**src/rtl/rx_ring_pkg.sv**
```systemverilog
package rx_ring_pkg;
  localparam logic [15:0] CMD_ARM  = 16'h9800;
  localparam logic [15:0] CMD_STOP = 16'h1100;
  localparam logic [15:0] CMD_ACK  = 16'h0100;
  localparam logic [15:0] CTL_RST  = 16'h8800;
  localparam logic [15:0] CTL_EN   = 16'h0400;
  localparam logic [15:0] CTL_OFF  = 16'h1000;

  localparam logic [5:0] REG_CTL = 6'h00;

  // field select within a set, reg_addr_i[3:0]
  localparam logic [3:0] FLD_CMD  = 4'h0;
  localparam logic [3:0] FLD_BASE = 4'h4;
  localparam logic [3:0] FLD_LEN  = 4'h8;

  localparam int unsigned ST_ERR_BIT  = 13;
  localparam int unsigned ST_RUN_BIT  = 10;
  localparam int unsigned ST_DONE_BIT = 8;
  localparam int unsigned ST_ACT_BIT  = 4;
  localparam int unsigned CMD_ARMED_BIT = 15;

  typedef enum logic [1:0] {
    W_IDLE,
    W_RECV,
    W_SKIP,
    W_HDR
  } wr_state_e;
endpackage

```
**src/rtl/rx_ring_regs.sv**
```systemverilog
module rx_ring_regs
  import rx_ring_pkg::*;
#(
  parameter int unsigned AW        = 32,
  parameter int unsigned LEN_W     = 16,
  parameter int unsigned BUF_BYTES = 2048
) (
  input  logic          clk_i,
  input  logic          rst_ni,
  input  logic          reg_we_i,
  input  logic [5:0]    reg_addr_i,
  input  logic [31:0]   reg_wdata_i,
  output logic [31:0]   reg_rdata_o,
  input  logic          frame_done_i,
  input  logic          frame_set_i,
  input  logic          drop_i,
  output logic          run_o,
  output logic          act_set_o,
  output logic          act_ok_o,
  output logic [AW-1:0] act_buf_o,
  output logic          err_o,
  output logic          irq_o
);
  localparam int unsigned NSETS  = 2;
  localparam int unsigned BUF_LG = $clog2(BUF_BYTES);

  logic [AW-1:0]    base_q  [NSETS];
  logic [LEN_W-1:0] total_q [NSETS];
  logic [LEN_W-1:0] left_q  [NSETS];
  logic [NSETS-1:0] armed_q, done_q;
  logic en_q, inrst_q, err_q, act_q;

  logic ctl_wr, ctl_rst;
  assign ctl_wr  = reg_we_i && (reg_addr_i == REG_CTL);
  assign ctl_rst = ctl_wr && (reg_wdata_i[15:0] == CTL_RST);

  for (genvar s = 0; s < NSETS; s++) begin : g_set
    logic hit, cmd_wr, base_wr, len_wr, fd_here;
    assign hit     = reg_we_i && reg_addr_i[5] && (reg_addr_i[4] == 1'(s));
    assign cmd_wr  = hit && (reg_addr_i[3:0] == FLD_CMD);
    assign base_wr = hit && (reg_addr_i[3:0] == FLD_BASE);
    assign len_wr  = hit && (reg_addr_i[3:0] == FLD_LEN);
    assign fd_here = frame_done_i && (frame_set_i == 1'(s));

    always_ff @(posedge clk_i or negedge rst_ni) begin
      if (!rst_ni) begin
        base_q[s]  <= '0;
        total_q[s] <= '0;
        left_q[s]  <= '0;
        armed_q[s] <= 1'b0;
        done_q[s]  <= 1'b0;
      end else begin
        if (fd_here) begin
          left_q[s] <= left_q[s] - LEN_W'(1);
          if (left_q[s] == LEN_W'(1)) armed_q[s] <= 1'b0;
        end
        if (ctl_rst) begin
          armed_q[s] <= 1'b0;
          done_q[s]  <= 1'b0;
        end else begin
          if (fd_here) done_q[s] <= 1'b1;
          if (cmd_wr) begin
            unique case (reg_wdata_i[15:0])
              CMD_ARM:  begin armed_q[s] <= 1'b1; done_q[s] <= 1'b0; end
              CMD_STOP: armed_q[s] <= 1'b0;
              CMD_ACK:  done_q[s]  <= 1'b0;
              default:  ;
            endcase
          end
        end
        if (base_wr) base_q[s] <= reg_wdata_i[AW-1:0];
        if (len_wr) begin
          total_q[s] <= reg_wdata_i[LEN_W-1:0];
          left_q[s]  <= reg_wdata_i[LEN_W-1:0];
        end
      end
    end
  end

  always_ff @(posedge clk_i or negedge rst_ni) begin
    if (!rst_ni) begin
      en_q    <= 1'b0;
      inrst_q <= 1'b0;
      err_q   <= 1'b0;
      act_q   <= 1'b0;
    end else if (ctl_rst) begin
      en_q    <= 1'b0;
      inrst_q <= 1'b1;
      err_q   <= 1'b0;
      act_q   <= 1'b0;
    end else begin
      if (ctl_wr && reg_wdata_i[15:0] == CTL_EN) begin
        inrst_q <= 1'b0;
        en_q    <= 1'b1;
      end else if (ctl_wr && reg_wdata_i[15:0] == CTL_OFF) begin
        en_q <= 1'b0;
      end
      if (drop_i) err_q <= 1'b1;
      // hand off once the set that took this frame runs dry
      if (frame_done_i && left_q[frame_set_i] == LEN_W'(1)) act_q <= ~frame_set_i;
    end
  end

  logic [LEN_W-1:0] act_idx;
  assign act_idx   = total_q[act_q] - left_q[act_q];
  assign act_buf_o = base_q[act_q] + (AW'(act_idx) << BUF_LG);
  assign act_ok_o  = armed_q[act_q] && (left_q[act_q] != '0);
  assign act_set_o = act_q;
  assign run_o     = en_q && !inrst_q;
  assign err_o     = err_q;
  assign irq_o     = (|done_q) || err_q;

  always_comb begin
    reg_rdata_o = '0;
    if (reg_addr_i == REG_CTL) begin
      reg_rdata_o[ST_ERR_BIT]  = err_q;
      reg_rdata_o[ST_RUN_BIT]  = run_o;
      reg_rdata_o[ST_DONE_BIT] = |done_q;
      reg_rdata_o[ST_ACT_BIT]  = act_q;
      reg_rdata_o[0]           = inrst_q;
    end else if (reg_addr_i[5]) begin
      unique case (reg_addr_i[3:0])
        FLD_CMD: begin
          reg_rdata_o[CMD_ARMED_BIT] = armed_q[reg_addr_i[4]];
          reg_rdata_o[ST_DONE_BIT]   = done_q[reg_addr_i[4]];
        end
        FLD_BASE: reg_rdata_o = 32'(base_q[reg_addr_i[4]]);
        FLD_LEN:  reg_rdata_o = 32'(left_q[reg_addr_i[4]]);
        default:  ;
      endcase
    end
  end
endmodule

```
**src/rtl/rx_ring_writer.sv**
```systemverilog
module rx_ring_writer
  import rx_ring_pkg::*;
#(
  parameter int unsigned AW        = 32,
  parameter int unsigned BUF_BYTES = 2048,
  parameter int unsigned HDR_BYTES = 4
) (
  input  logic          clk_i,
  input  logic          rst_ni,
  input  logic          run_i,
  input  logic          act_ok_i,
  input  logic          act_set_i,
  input  logic [AW-1:0] act_buf_i,
  input  logic          rx_valid_i,
  input  logic [7:0]    rx_data_i,
  input  logic          rx_last_i,
  input  logic [2:0]    rx_flags_i,
  output logic          frame_done_o,
  output logic          frame_set_o,
  output logic          drop_o,
  output logic          mem_we_o,
  output logic [AW-1:0] mem_addr_o,
  output logic [1:0]    mem_be_o,
  output logic [15:0]   mem_wdata_o
);
  localparam int unsigned CNT_W = 12;  // header holds a 12-bit count
  localparam int unsigned CAP   = BUF_BYTES - HDR_BYTES;

  wr_state_e        state_q;
  logic [AW-1:0]    buf_q;
  logic             set_q;
  logic [CNT_W-1:0] cnt_q;
  logic             ovf_q;
  logic [2:0]       flags_q;

  logic          we_q;
  logic [AW-1:0] addr_q;
  logic [1:0]    be_q;
  logic [15:0]   wdata_q;

  assign frame_done_o = (state_q == W_HDR) && run_i;
  assign frame_set_o  = set_q;
  assign drop_o       = (state_q == W_IDLE) && rx_valid_i && run_i && !act_ok_i;

  always_ff @(posedge clk_i or negedge rst_ni) begin
    if (!rst_ni) begin
      state_q <= W_IDLE;
      buf_q   <= '0;
      set_q   <= 1'b0;
      cnt_q   <= '0;
      ovf_q   <= 1'b0;
      flags_q <= '0;
      we_q    <= 1'b0;
      addr_q  <= '0;
      be_q    <= '0;
      wdata_q <= '0;
    end else begin
      we_q <= 1'b0;
      unique case (state_q)
        W_IDLE: begin
          if (rx_valid_i && run_i) begin
            if (act_ok_i) begin
              buf_q   <= act_buf_i;
              set_q   <= act_set_i;
              cnt_q   <= CNT_W'(1);
              ovf_q   <= 1'b0;
              we_q    <= 1'b1;
              be_q    <= 2'b01;
              addr_q  <= act_buf_i + AW'(HDR_BYTES);
              wdata_q <= {8'h00, rx_data_i};
              if (rx_last_i) begin
                flags_q <= rx_flags_i;
                state_q <= W_HDR;
              end else begin
                state_q <= W_RECV;
              end
            end else if (!rx_last_i) begin
              state_q <= W_SKIP;
            end
          end
        end
        W_RECV: begin
          if (!run_i) begin
            state_q <= W_IDLE;
          end else if (rx_valid_i) begin
            if (cnt_q < CNT_W'(CAP)) begin
              we_q    <= 1'b1;
              be_q    <= 2'b01;
              addr_q  <= buf_q + AW'(HDR_BYTES) + AW'(cnt_q);
              wdata_q <= {8'h00, rx_data_i};
              cnt_q   <= cnt_q + CNT_W'(1);
            end else begin
              ovf_q <= 1'b1;
            end
            if (rx_last_i) begin
              flags_q <= rx_flags_i;
              state_q <= W_HDR;
            end
          end
        end
        W_SKIP: begin
          if (!run_i || (rx_valid_i && rx_last_i)) state_q <= W_IDLE;
        end
        W_HDR: begin
          state_q <= W_IDLE;
          if (run_i) begin
            we_q    <= 1'b1;
            be_q    <= 2'b11;
            addr_q  <= buf_q;
            wdata_q <= {ovf_q, flags_q, cnt_q[11:8], cnt_q[7:0]};
          end
        end
        default: state_q <= W_IDLE;
      endcase
    end
  end

  assign mem_we_o    = we_q;
  assign mem_addr_o  = addr_q;
  assign mem_be_o    = be_q;
  assign mem_wdata_o = wdata_q;
endmodule

```
**src/rtl/rx_ring_dma.sv**
```systemverilog
module rx_ring_dma #(
  parameter int unsigned AW        = 32,
  parameter int unsigned LEN_W     = 16,
  parameter int unsigned BUF_BYTES = 2048,
  parameter int unsigned HDR_BYTES = 4
) (
  input  logic          clk_i,
  input  logic          rst_ni,
  input  logic          reg_we_i,
  input  logic [5:0]    reg_addr_i,
  input  logic [31:0]   reg_wdata_i,
  output logic [31:0]   reg_rdata_o,
  input  logic          rx_valid_i,
  input  logic [7:0]    rx_data_i,
  input  logic          rx_last_i,
  input  logic [2:0]    rx_flags_i,
  output logic          mem_we_o,
  output logic [AW-1:0] mem_addr_o,
  output logic [1:0]    mem_be_o,
  output logic [15:0]   mem_wdata_o,
  output logic          irq_o
);
  logic          run_w, act_ok_w, act_set_w;
  logic [AW-1:0] act_buf_w;
  logic          frame_done_w, frame_set_w, drop_w, err_w;

  rx_ring_regs #(
    .AW(AW), .LEN_W(LEN_W), .BUF_BYTES(BUF_BYTES)
  ) u_regs (
    .clk_i        (clk_i),
    .rst_ni       (rst_ni),
    .reg_we_i     (reg_we_i),
    .reg_addr_i   (reg_addr_i),
    .reg_wdata_i  (reg_wdata_i),
    .reg_rdata_o  (reg_rdata_o),
    .frame_done_i (frame_done_w),
    .frame_set_i  (frame_set_w),
    .drop_i       (drop_w),
    .run_o        (run_w),
    .act_set_o    (act_set_w),
    .act_ok_o     (act_ok_w),
    .act_buf_o    (act_buf_w),
    .err_o        (err_w),
    .irq_o        (irq_o)
  );

  rx_ring_writer #(
    .AW(AW), .BUF_BYTES(BUF_BYTES), .HDR_BYTES(HDR_BYTES)
  ) u_writer (
    .clk_i        (clk_i),
    .rst_ni       (rst_ni),
    .run_i        (run_w),
    .act_ok_i     (act_ok_w),
    .act_set_i    (act_set_w),
    .act_buf_i    (act_buf_w),
    .rx_valid_i   (rx_valid_i),
    .rx_data_i    (rx_data_i),
    .rx_last_i    (rx_last_i),
    .rx_flags_i   (rx_flags_i),
    .frame_done_o (frame_done_w),
    .frame_set_o  (frame_set_w),
    .drop_o       (drop_w),
    .mem_we_o     (mem_we_o),
    .mem_addr_o   (mem_addr_o),
    .mem_be_o     (mem_be_o),
    .mem_wdata_o  (mem_wdata_o)
  );
endmodule

```
**config.mk**
```make
export PLATFORM = sky130hd
export DESIGN_NAME = rx_ring_dma
export DESIGN_NICKNAME = d
export VERILOG_FILES = /design/src/rtl/rx_ring_pkg.sv /design/src/rtl/rx_ring_regs.sv /design/src/rtl/rx_ring_writer.sv /design/src/rtl/rx_ring_dma.sv
export SDC_FILE = /design/constraint.sdc
export NUM_CORES = 1
export LEC_CHECK = 0
export ABC_AREA = 1
export BUFFER_PORTS_ARGS = -buffer_cell sky130_fd_sc_hd__buf_2
export CAP_MARGIN = 20
export CORE_ASPECT_RATIO = 1.5
export CORE_MARGIN = 10
export CORE_UTILIZATION = 50
export CTS_BUF_LIST = sky130_fd_sc_hd__clkbuf_8
export CTS_CLUSTER_DIAMETER = 60
export DETAILED_ROUTE_END_ITERATION = 6
export PLACE_DENSITY = 0.69
export SETUP_SLACK_MARGIN = 0.15
export SLEW_MARGIN = 15
export SYNTH_ARGS = -nofsm -noshare
export SYNTH_HDL_FRONTEND = slang
export SYNTH_HIERARCHICAL = 1
export SYNTH_SLANG_ARGS = --single-unit
```
**constraint.sdc**
```tcl
create_clock -name clk_i -period 5.5 [get_ports clk_i]
set_input_delay 0.825 -clock clk_i [delete_from_list [all_inputs] [get_ports clk_i]]
set_output_delay 0.825 -clock clk_i [all_outputs]
set_load 0.02 [all_outputs]
```
==> results.ini, run 1 <==
[power_and_ir_drop]
vdd_ir_drop_max_v = 0.0002285
p_int_w = 0.004706
power.switching_w = 0.004776
power.sequential.fraction_pct = 27.1
netSwitchingFraction_pct = 50.37
p_comb_share_pct = 55.4
p_clk_share_pct = 17.5
design_power_total_w = 0.009481
power.static_leakage_nw = 9.688
p_per_area_mw_per_mm2 = 510.1

[clock_tree]
cts_inserted_buffers = 41
clock_tree.root_cell = clkbuf_8
cts_setup_buffers = 0
clk-insertion-delay-late_ns = 0.61
cts.path.max_buffers = 3
cts_tree = done
htree_num_levels = 2
clock_sink_count = 238
clk_transition_reported_paths_ns = 0.06

[detailed_routing]
drcViolationCount = 0
via_per_inst = 5.563
detailedRoute.firstIterationViolations = 1306
drtPass1Iterations = 6
routed_wire_length_per_instance_microns = 19.35
drt-total-wl_mm = 58.86
antenna_violating_nets_post_route = 0
vias = 16918

[floorplanning]
rows = 82
fp.dieArea_sq_mm = 0.04156
die_x_microns = 169.8
chipHeight_microns = 244.7
fp.coreArea_sq_mm = 0.03334
io-pin-count = 138
initial_core_util_pct = 50.48

[logic_synthesis]
ffs_w_async_s_r_synth_pct = 100.0
post_synth_main_area_contributors = dfrtp_1, nand2_1, inv_1
number_of_distinct_library_cells_after_synthesis = 61
synthTopCellsByCount = nand2_1, inv_1, dfrtp_1
synth.avg_cell_area_sq_um = 6.807
yosys_register_bits = 238
yosysWarnings = 6
synth-edff-count = 0
yosysTopAreaCellShare_pct = 35.38
biggest_area_consumer_among_synthesized_cells = dfrtp_1
syn_inst = 2473
yosysMostFrequentCell = nand2_1
syn-cell-area_sq_mm = 0.01683
ys_seq_area_share_pct = 35.38
dominant_register_cell_in_the_synthesized_netlist = dfrtp_1
postSynthNetCount = 2591

[setup_path]
timing.critical_path.to_type = register
criticalPathCategory = reg2reg
timing.critical_path.from_type = register
timing.critical_path.slowest_stage_cell = dfrtp_2
worst_ep_required_time_ns = 5.96
worst-path-max-fanout = 20
cpMostUsedCell = nand2_1
max_stage_delay_ns = 0.58
timing.critical_path.arrival_ns = 5.47

[global_routing]
track_usage_pct = 27.68
largest_net_degree_at_the_start_of_global_routing = 123
antenna_found_initial = 1
gr-total-overflow = 0
grt_pass1_wl_mm = 90.00
grt_pass1_vias = 16282

[place]
globalplace.congestion = 1.022
port-buffer-count = 137
dp_hpwl_mm = 45.72

[sta]
maxSlewHeadroom_pct = 31.53
rsz0062_at_grt = true
report.final.setup_viol = 0
tightest_pin_transition_ns = 1.027
timing_max_transition_violations_final = 0
tns_ns = 0
worst_skew_ns = 0.04710
maxClockFrequency_mhz = 199.6
layout_worst_path_cycle_share_pct = 91.08
hold_violations = 0
layout_min_cycle_time_ns = 5.009

[layout]
multi_input_area_sq_mm = 0.009208
register_area_sq_mm = 0.005957
fillCellCount = 3316
area.growth.synth_to_final_pct = 10.42
finalNetCount = 2710
layout-drive-gt1-share_pct = 11.30

[status]
outcome = completed

[run]
maxCapViolations = 0

[worst_hold_path]
class_of_the_most_critical_hold_timing_path = in2async

worst paths after layout:
kind                                            from                       to  slack (ns)  depth (start not counted)
worst min-delay path                          rst_ni       u_regs/total_q[16]        0.19                          1
min in group clk_i              u_writer/mem_be_o[0]     u_writer/mem_be_o[0]        0.47                          1
worst min register to register  u_writer/mem_be_o[0]     u_writer/mem_be_o[0]        0.47                          1
max in group asynchronous                     rst_ni        u_regs/base_q[58]        4.18                          2
worst max-delay path                u_regs/act_set_o  u_writer/mem_addr_o[24]        0.49                         28
worst max register to register      u_regs/act_set_o  u_writer/mem_addr_o[24]        0.49                         28
repair_timing:
action / CTS / global route
hold endpoints to repair: 0 / 0
endpoints found under the setup margin: 0 / 11
resized for setup: 0 / 7
hold buffers: 0 / 0
placed cells by master (no fill, tap or decap), drive strengths merged, types with 2 or more instances in the layout:
cell	n
a211oi	16
a21boi	2
a21o	5
a21oi	98
a221oi	2
a22o	3
a31oi	13
a41oi	3
and2	3
buf	153
clkbuf	50
clkinv	4
clkinvlp	3
dfrtp	238
fa	3
ha	61
inv	341
mux2	3
mux2i	6
nand2	793
nand3	162
nand3b	17
nand4	20
nor2	243
nor3	26
nor4	4
o211ai	15
o21a	2
o21ai	239
o21bai	5
o221ai	7
o22ai	15
o31ai	2
or2	13
xnor2	12
xor2	32
worst max-delay path, delay by kind of cell (launching register included):
| kind | cells | cell delay, ns |
|---|---|---|
| simple gates | 16 | 1.81 |
| buf+inv | 3 | 0.26 |
| xor+xnor | 2 | 0.42 |
| compound gates | 4 | 0.77 |
| fa+ha+maj | 3 | 1.01 |
| flops | 1 | 0.58 |
per-stage QoR:
stage | util [%] | instance area (sq um) | worst slack (ns) | hold slack [ns] | cells
after floorplan | - | 16830 | 1.294 | 0.4478 | 2473
after global placement | 53.18 | 17730 | 0.3230 | 0.4454 | 2969
after detailed placement | 53.18 | 17730 | 0.3217 | 0.4577 | 2969
after CTS | 55.63 | 18550 | 0.2680 | 0.1711 | 3040
after global routing | 55.74 | 18590 | 0.1070 | 0.2197 | 3041
final | 55.74 | 18590 | 0.4906 | 0.1861 | 3041
area by class of cell:
cell class | instances | area share [%]
inverters | 328 | 6.651
repair buffers | 153 | 4.523
clock inverters | 21 | 0.7001
flip-flops and latches | 238 | 32.05
well taps | 420 | 2.827
diodes | 1 | 0.01346
multi-input cells | 1830 | 49.54
clock buffers | 50 | 3.702
metal layers:
layer  global-route usage, %  up-vias  share of wire, %
met3                   3.969      197               5.8
met2                   48.45      662                50
met5                       0        -                 0
met4                   19.05        0               7.4
met1                   30.25     7859                37
li1                        -     8200                 -
power by group through the flow:
stage | Sequential (W) | Combinational (W) | Clock (W)
after CTS | 0.00256 | 0.00520 | 0.00169
after global routing | 0.00261 | 0.00587 | 0.00176
after floorplan | 0.00263 | 0.00352 | 0
final | 0.00257 | 0.00526 | 0.00166
after detailed placement | 0.00259 | 0.00518 | 0
after global placement | 0.00257 | 0.00513 | 0
registers in the layout, indices dropped and copies added, names as in the netlist, 2 cells and up:
signal,flops
u_regs/armed_q,2
u_regs/base_q,64
u_regs/done_q,2
u_regs/left_q,32
u_regs/total_q,32
u_writer/buf_q,32
u_writer/cnt_q,12
u_writer/flags_q,3
u_writer/mem_addr_o,32
u_writer/mem_be_o,2
u_writer/mem_wdata_o,16
u_writer/state_q,2
cell families after synthesis:
family | count (synthesis) | synth area share (%)
AOI/OAI and AO/OA | 430 | 14.28
xor gates and xnor gates | 44 | 2.289
adders and majority gates | 64 | 4.891
buffers and inverters | 405 | 10.07
DFF | 238 | 35.38
muxes | 9 | 0.5575
and+or+nand+nor | 1283 | 32.53
(Power assumes the default switching activity.)
==> run 2, diff against run 1 <==
BUFFER_PORTS_ARGS = not set   (was -buffer_cell sky130_fd_sc_hd__buf_2)
CAP_MARGIN = 40   (was 20)
CORE_MARGIN = 3   (was 10)
DONT_BUFFER_PORTS = 1   (was not set)
PLACE_DENSITY = not set   (was 0.69)
==> run 2 against run 1 <==
  * The flow now finishes with violations (negative hold slack)
  * Worst setup slack worse by 0.066 ns
  * Total power down 1.1%
  * Critical path depth down 4
  * Final area down 3.1%
  * Clock skew down 0.012 ns
  * Clock power about the same
  * Combinational power down 6.1%
  * Die area down 13%
==> results.ini, run 2 (synthesized netlist as in run 1, its figures left out) <==
[detailed_routing]
antenna_violating_nets_post_route = 0
via_per_inst = 5.569
vias = 16190
detailedRoute.firstIterationViolations = 1106
routed_wire_length_per_instance_microns = 19.53
drtPass1Iterations = 6
drt-total-wl_mm = 56.77
drcViolationCount = 0

[layout]
layout-drive-gt1-share_pct = 6.982
multi_input_area_sq_mm = 0.009230
fillCellCount = 3392
layout_commonest_cell = nand2_1
n_antenna_cell = 0
area.growth.synth_to_final_pct = 7.031
instances_no_fill = 2907
largest_reg_flops = 64
register_area_sq_mm = 0.005959
finalNetCount = 2582
final_cell_mix = nand2_1, inv_1, dfrtp_1, nor2_1, o21ai_0
top_register_by_number_of_flip_flops = u_regs/base_q

[power_and_ir_drop]
p_clk_share_pct = 18.0
p_int_w = 0.004734
p_per_area_mw_per_mm2 = 520.5
netSwitchingFraction_pct = 49.52
vdd_ir_drop_max_v = 0.0002023
power.switching_w = 0.004644
p_comb_share_pct = 52.6
power.sequential.fraction_pct = 29.3
power.static_leakage_nw = 9.164

[clock_tree]
cts_tree = done
cts.path.max_buffers = 3
clock_tree.root_cell = clkbuf_8
clk-insertion-delay-late_ns = 0.58
clock_sink_count = 238
clk_transition_reported_paths_ns = 0.07
cts_inserted_buffers = 40
htree_num_levels = 2

[setup_path]
worst_ep_required_time_ns = 5.95
worst_path_dominant_cell_family = simple AND/OR/NAND/NOR gates
worstPathBufferInverterCount = 2
timing.critical_path.arrival_ns = 5.53
max_stage_delay_ns = 0.55
timing.rr.start = u_regs/act_set_o
rr_endpoint = u_writer/mem_addr_o[23]
timing.critical_path.slowest_stage_cell = dfrtp_4
criticalPathCategory = reg2reg
regToRegSetupSlack_ns = 0.42
timing.critical_path.from_type = register
worst-path-max-fanout = 12
cpMostUsedCell = nand2_1
timing.critical_path.to_type = register
worstRegToRegCells = 24
cp_cell_sequence = buf_4 > o21ai_0 > ha_1 > a21oi_1 > o21ai_0 > a21oi_1 > xnor2_1 > ha_1 > nand2_1 > nor2_1 > nand3_1 > nand3_1 > xor2_1 > nand2_1 > nor2_1 > nand2_1 > nor2_2 > nand2_1 > nand2_1 > nand2_1 > a21oi_1 > nand3_1 > nand2_1 > inv_1

[worst_hold_path]
class_of_the_most_critical_hold_timing_path = in2async

[place]
cells_after_dpl = 2835
dp_hpwl_mm = 43.61
port-buffer-count = 0
globalplace.congestion = 0.9770

[sta]
worst_skew_ns = 0.03490
rsz0062_at_grt = false
hold_violations = 125
tns_ns = 0
timing_max_transition_violations_final = 0
layout_min_cycle_time_ns = 5.075
report.final.setup_viol = 0
layout_worst_path_cycle_share_pct = 92.28
hold_ws_ns = -0.05791
maxClockFrequency_mhz = 197.0
maxSlewHeadroom_pct = 43.01
tightest_pin_transition_ns = 0.8705

[floorplanning]
fp.dieArea_sq_mm = 0.03595
initial_core_util_pct = 51.11
die_x_microns = 155.8
chipHeight_microns = 230.7
io-pin-count = 138
rows = 81
fp.coreArea_sq_mm = 0.03294

[global_routing]
largest_net_degree_at_the_start_of_global_routing = 239
gr-total-overflow = 0
grt_pass1_vias = 15815
grt_pass1_wl_mm = 87.81
track_usage_pct = 31.19
antenna_found_initial = 0

[status]
violations = negative hold slack
outcome = complete, but fails checks

[run]
maxCapViolations = 0

-- run 2: cell types whose count changed in the layout (fill, tap and decap cells not counted), sizes merged --
cell,delta
buf,-127
bufinv,+1
clkbuf,+1
clkinv,+1
clkinvlp,-1
diode,-1
inv,-3
-- run 2: through the flow --
step,setup WS [ns],power [W],area (sq um),utilization [%]
CTS,0.2776,0.009317,17960,54.53
finish,0.4249,0.009378,18020,54.70
global placement,0.2457,0.007460,17030,51.70
floorplan,1.294,0.006146,16830,-
detailed placement,0.1461,0.007567,17110,51.95
global route,0.1506,0.01016,18020,54.70
-- run 2: worst max-delay path by stage --
stage                startpoint                      end  slack [ns]  cells after the start
2_1_floorplan  u_regs/act_set_o  u_writer/mem_addr_o[23]        1.29                     32
3_3_place_gp   u_regs/act_set_o  u_writer/mem_addr_o[23]        0.25                     28
4_1_cts        u_regs/act_set_o  u_writer/mem_addr_o[23]        0.28                     28
6_report       u_regs/act_set_o  u_writer/mem_addr_o[23]        0.42                     24
3_5_place_dp   u_regs/act_set_o  u_writer/mem_addr_o[23]        0.15                     28
5_1_grt        u_regs/act_set_o  u_writer/mem_addr_o[23]        0.15                     24
-- run 2: power by group through the flow --
stage / clock network [W] / logic, W / registers (W)
floorplan: 0 / 0.00352 / 0.00263
global placement: 0 / 0.00467 / 0.00279
CTS: 0.00174 / 0.00483 / 0.00275
detailed placement: 0 / 0.00479 / 0.00278
finish: 0.00169 / 0.00494 / 0.00275
global route: 0.00181 / 0.00556 / 0.00280
-- run 2: timing repair --
item                                    in CTS  in global routing
resized for setup                            1                 11
pin swaps                                    0                  1
setup buffers                                0                  2
hold endpoints to repair                   238                238
cloned                                       0                  0
endpoints found under the setup margin       1                 11
-- run 2: area by class of cell --
| class | instances | share of cell area, % |
|---|---|---|
| clock buffer | 51 | 3.896 |
| clock inverter | 19 | 0.7708 |
| inverter | 328 | 6.861 |
| multi-input combinational | 1830 | 51.23 |
| sequential | 238 | 33.08 |
| tap | 415 | 2.882 |
| timing repair buffer | 26 | 1.285 |
-- run 2: worst reg2reg max path: cells and delay by family (launching register included) --
kind / cells / cell delay [ns]
xor+xnor: 2 / 0.50
simple gates: 13 / 1.51
fa+ha+maj: 2 / 0.79
flops: 1 / 0.55
buf+inv: 2 / 0.24
compound gates: 5 / 1.34
-- run 2: per-layer routing --
metal	global-route usage [%]	wire, microns
met5	0	0
met3	4.370	2790
met4	15.77	3285
met1	35.59	21800
met2	56.17	28890
==> run 3, diff against run 2 <==
GPL_TIMING_DRIVEN = 0   (was not set)
==> run 3 against run 2 <==
  * The run still ends with negative hold slack left
  * Clock skew up 0.0025 ns
  * Clock power down 3%
  * Register-to-register slack about the same
  * Total power up 2.7%
  * Sequential share of layout area down 0.63 points
  * Die area unchanged
  * First-iteration DRC count up 26%
  * Via count up 3.8%
  * Worst hold slack worse by 0.0062 ns
  * Worst setup slack worse by 0.014 ns
  * Critical path type unchanged
==> results.ini, run 3 (synthesized netlist as in run 1, its figures left out) <==
[status]
outcome = complete, but fails checks
violations = negative hold slack

[detailed_routing]
via_per_inst = 5.667
drcViolationCount = 0
vias = 16803
drt-total-wl_mm = 62.16
routed_wire_length_per_instance_microns = 20.96
detailedRoute.firstIterationViolations = 1389
antenna_violating_nets_post_route = 0
drtPass1Iterations = 6

[setup_path]
rr_endpoint = u_writer/mem_addr_o[24]
worstPathBufferInverterCount = 7
timing.rr.start = u_regs/act_set_o
worst_ep_required_time_ns = 5.96
timing.critical_path.from_type = register
worstRegToRegCells = 30
cpMostUsedCell = nand2_1
max_stage_delay_ns = 0.45
timing.critical_path.slowest_stage_cell = ha_1
criticalPathCategory = reg2reg
worst_path_dominant_cell_family = simple AND/OR/NAND/NOR gates
timing.critical_path.arrival_ns = 5.55
timing.critical_path.to_type = register
worst-path-max-fanout = 10
regToRegSetupSlack_ns = 0.41

[run]
maxCapViolations = 0

[layout]
largest_reg_flops = 64
final_cell_mix = nand2_1, inv_1, dfrtp_1, nor2_1, o21ai_0
layout_commonest_cell = nand2_1
n_antenna_cell = 0
final_core_util_pct = 55.72
area.growth.synth_to_final_pct = 9.031
finalNetCount = 2643
layout-drive-gt1-share_pct = 8.549
top_register_by_number_of_flip_flops = u_regs/base_q
fillCellCount = 3365

[power_and_ir_drop]
design_power_total_w = 0.009630
p_per_area_mw_per_mm2 = 524.7
vdd_ir_drop_max_v = 0.0002819
power.static_leakage_nw = 9.370

[clock_tree]
clk_transition_reported_paths_ns = 0.06
cts_inserted_buffers = 42
cts.path.max_buffers = 3
clock_tree.root_cell = clkbuf_8
clock_sink_count = 238
htree_num_levels = 2
cts_tree = done
clk-insertion-delay-late_ns = 0.60

[global_routing]
gr-total-overflow = 0
antenna_found_initial = 0
grt_pass1_vias = 16567
track_usage_pct = 34.12
grt_pass1_wl_mm = 94.11
largest_net_degree_at_the_start_of_global_routing = 239

[floorplanning]
io-pin-count = 138
fp.coreArea_sq_mm = 0.03294
fp.dieArea_sq_mm = 0.03595
rows = 81
initial_core_util_pct = 51.11
die_x_microns = 155.8
chipHeight_microns = 230.7

[sta]
layout_worst_path_cycle_share_pct = 92.53
maxSlewHeadroom_pct = 33.89
rsz0062_at_grt = false
report.final.setup_viol = 0
hold_ws_ns = -0.06414
maxClockFrequency_mhz = 196.5
tightest_pin_transition_ns = 0.9841
timing_max_transition_violations_final = 0
layout_min_cycle_time_ns = 5.089
worst_skew_ns = 0.03740
worst_slack_ns = 0.4106
tns_ns = 0
hold_violations = 171

[place]
globalplace.congestion = 1.023
port-buffer-count = 0
dp_hpwl_mm = 49.14
minimum_setup_slack_after_placement_ns = -0.1088

[worst_hold_path]
class_of_the_most_critical_hold_timing_path = in2async

-- run 3: per-layer routing --
metal	track usage (%)	part of all wire [%]	wire (microns)
met5	0	0	0
met2	61.40	51	31700
met4	21.98	7.6	4746
met1	36.94	36	22270
met3	4.764	5.5	3440
-- run 3: report_power, final --
part           switching, W  internal (W)
Sequential         0.000553       0.00217
Clock              0.000779      0.000866
Combinational       0.00357       0.00169
-- run 3: final cells by class --
| class | count | area (sq um) | area share (%) |
|---|---|---|---|
| multi-input cells | 1830 | 9309 | 50.72 |
| inverters | 328 | 1236 | 6.735 |
| clock inverters | 19 | 113.9 | 0.6204 |
| flip-flops and latches | 238 | 5956 | 32.45 |
| plain buffers | 77 | 481.7 | 2.625 |
| well taps | 415 | 519.2 | 2.829 |
| clock buffers | 50 | 688.2 | 3.749 |
| repair buffers | 8 | 50.05 | 0.2727 |
-- run 3: stage by stage --
| stage | cell area (sq um) | std cells |
|---|---|---|
| 2_1_floorplan | 16830 | 2473 |
| 3_3_place_gp | 17350 | 2888 |
| 3_5_place_dp | 17380 | 2893 |
| 4_1_cts | 18210 | 2962 |
| 5_1_grt | 18350 | 2965 |
| 6_report | 18350 | 2965 |
-- run 3: timing repair --
item,CTS,global route
setup buffers,0,3
pin swaps,0,3
resized for setup,9,23
endpoints found under the setup margin,11,11
endpoints found under the hold margin,238,238
-- run 3: worst max path at each step --
stage                                 from                      end  slack (ns)  cells past startpoint
final                     u_regs/act_set_o  u_writer/mem_addr_o[24]        0.41                     30
after detailed placement  u_regs/act_set_o  u_writer/mem_addr_o[31]       -0.11                     32
after global routing      u_regs/act_set_o  u_writer/mem_addr_o[27]        0.15                     32
after CTS                 u_regs/act_set_o  u_writer/mem_addr_o[31]        0.18                     30
after global placement    u_regs/act_set_o  u_writer/mem_addr_o[23]       -0.11                     27
after floorplan           u_regs/act_set_o  u_writer/mem_addr_o[23]        1.29                     32
-- run 3: worst reg2reg max path: cells and delay by family, from the launching register on --
kind | cells | cell delay [ns]
AND/OR/NAND/NOR | 15 | 1.42
buffers and inverters | 7 | 1.02
XOR/XNOR | 1 | 0.22
flip-flops | 1 | 0.39
adder cells (fa/ha/maj) | 2 | 0.88
AO/OA/AOI/OAI | 5 | 1.02
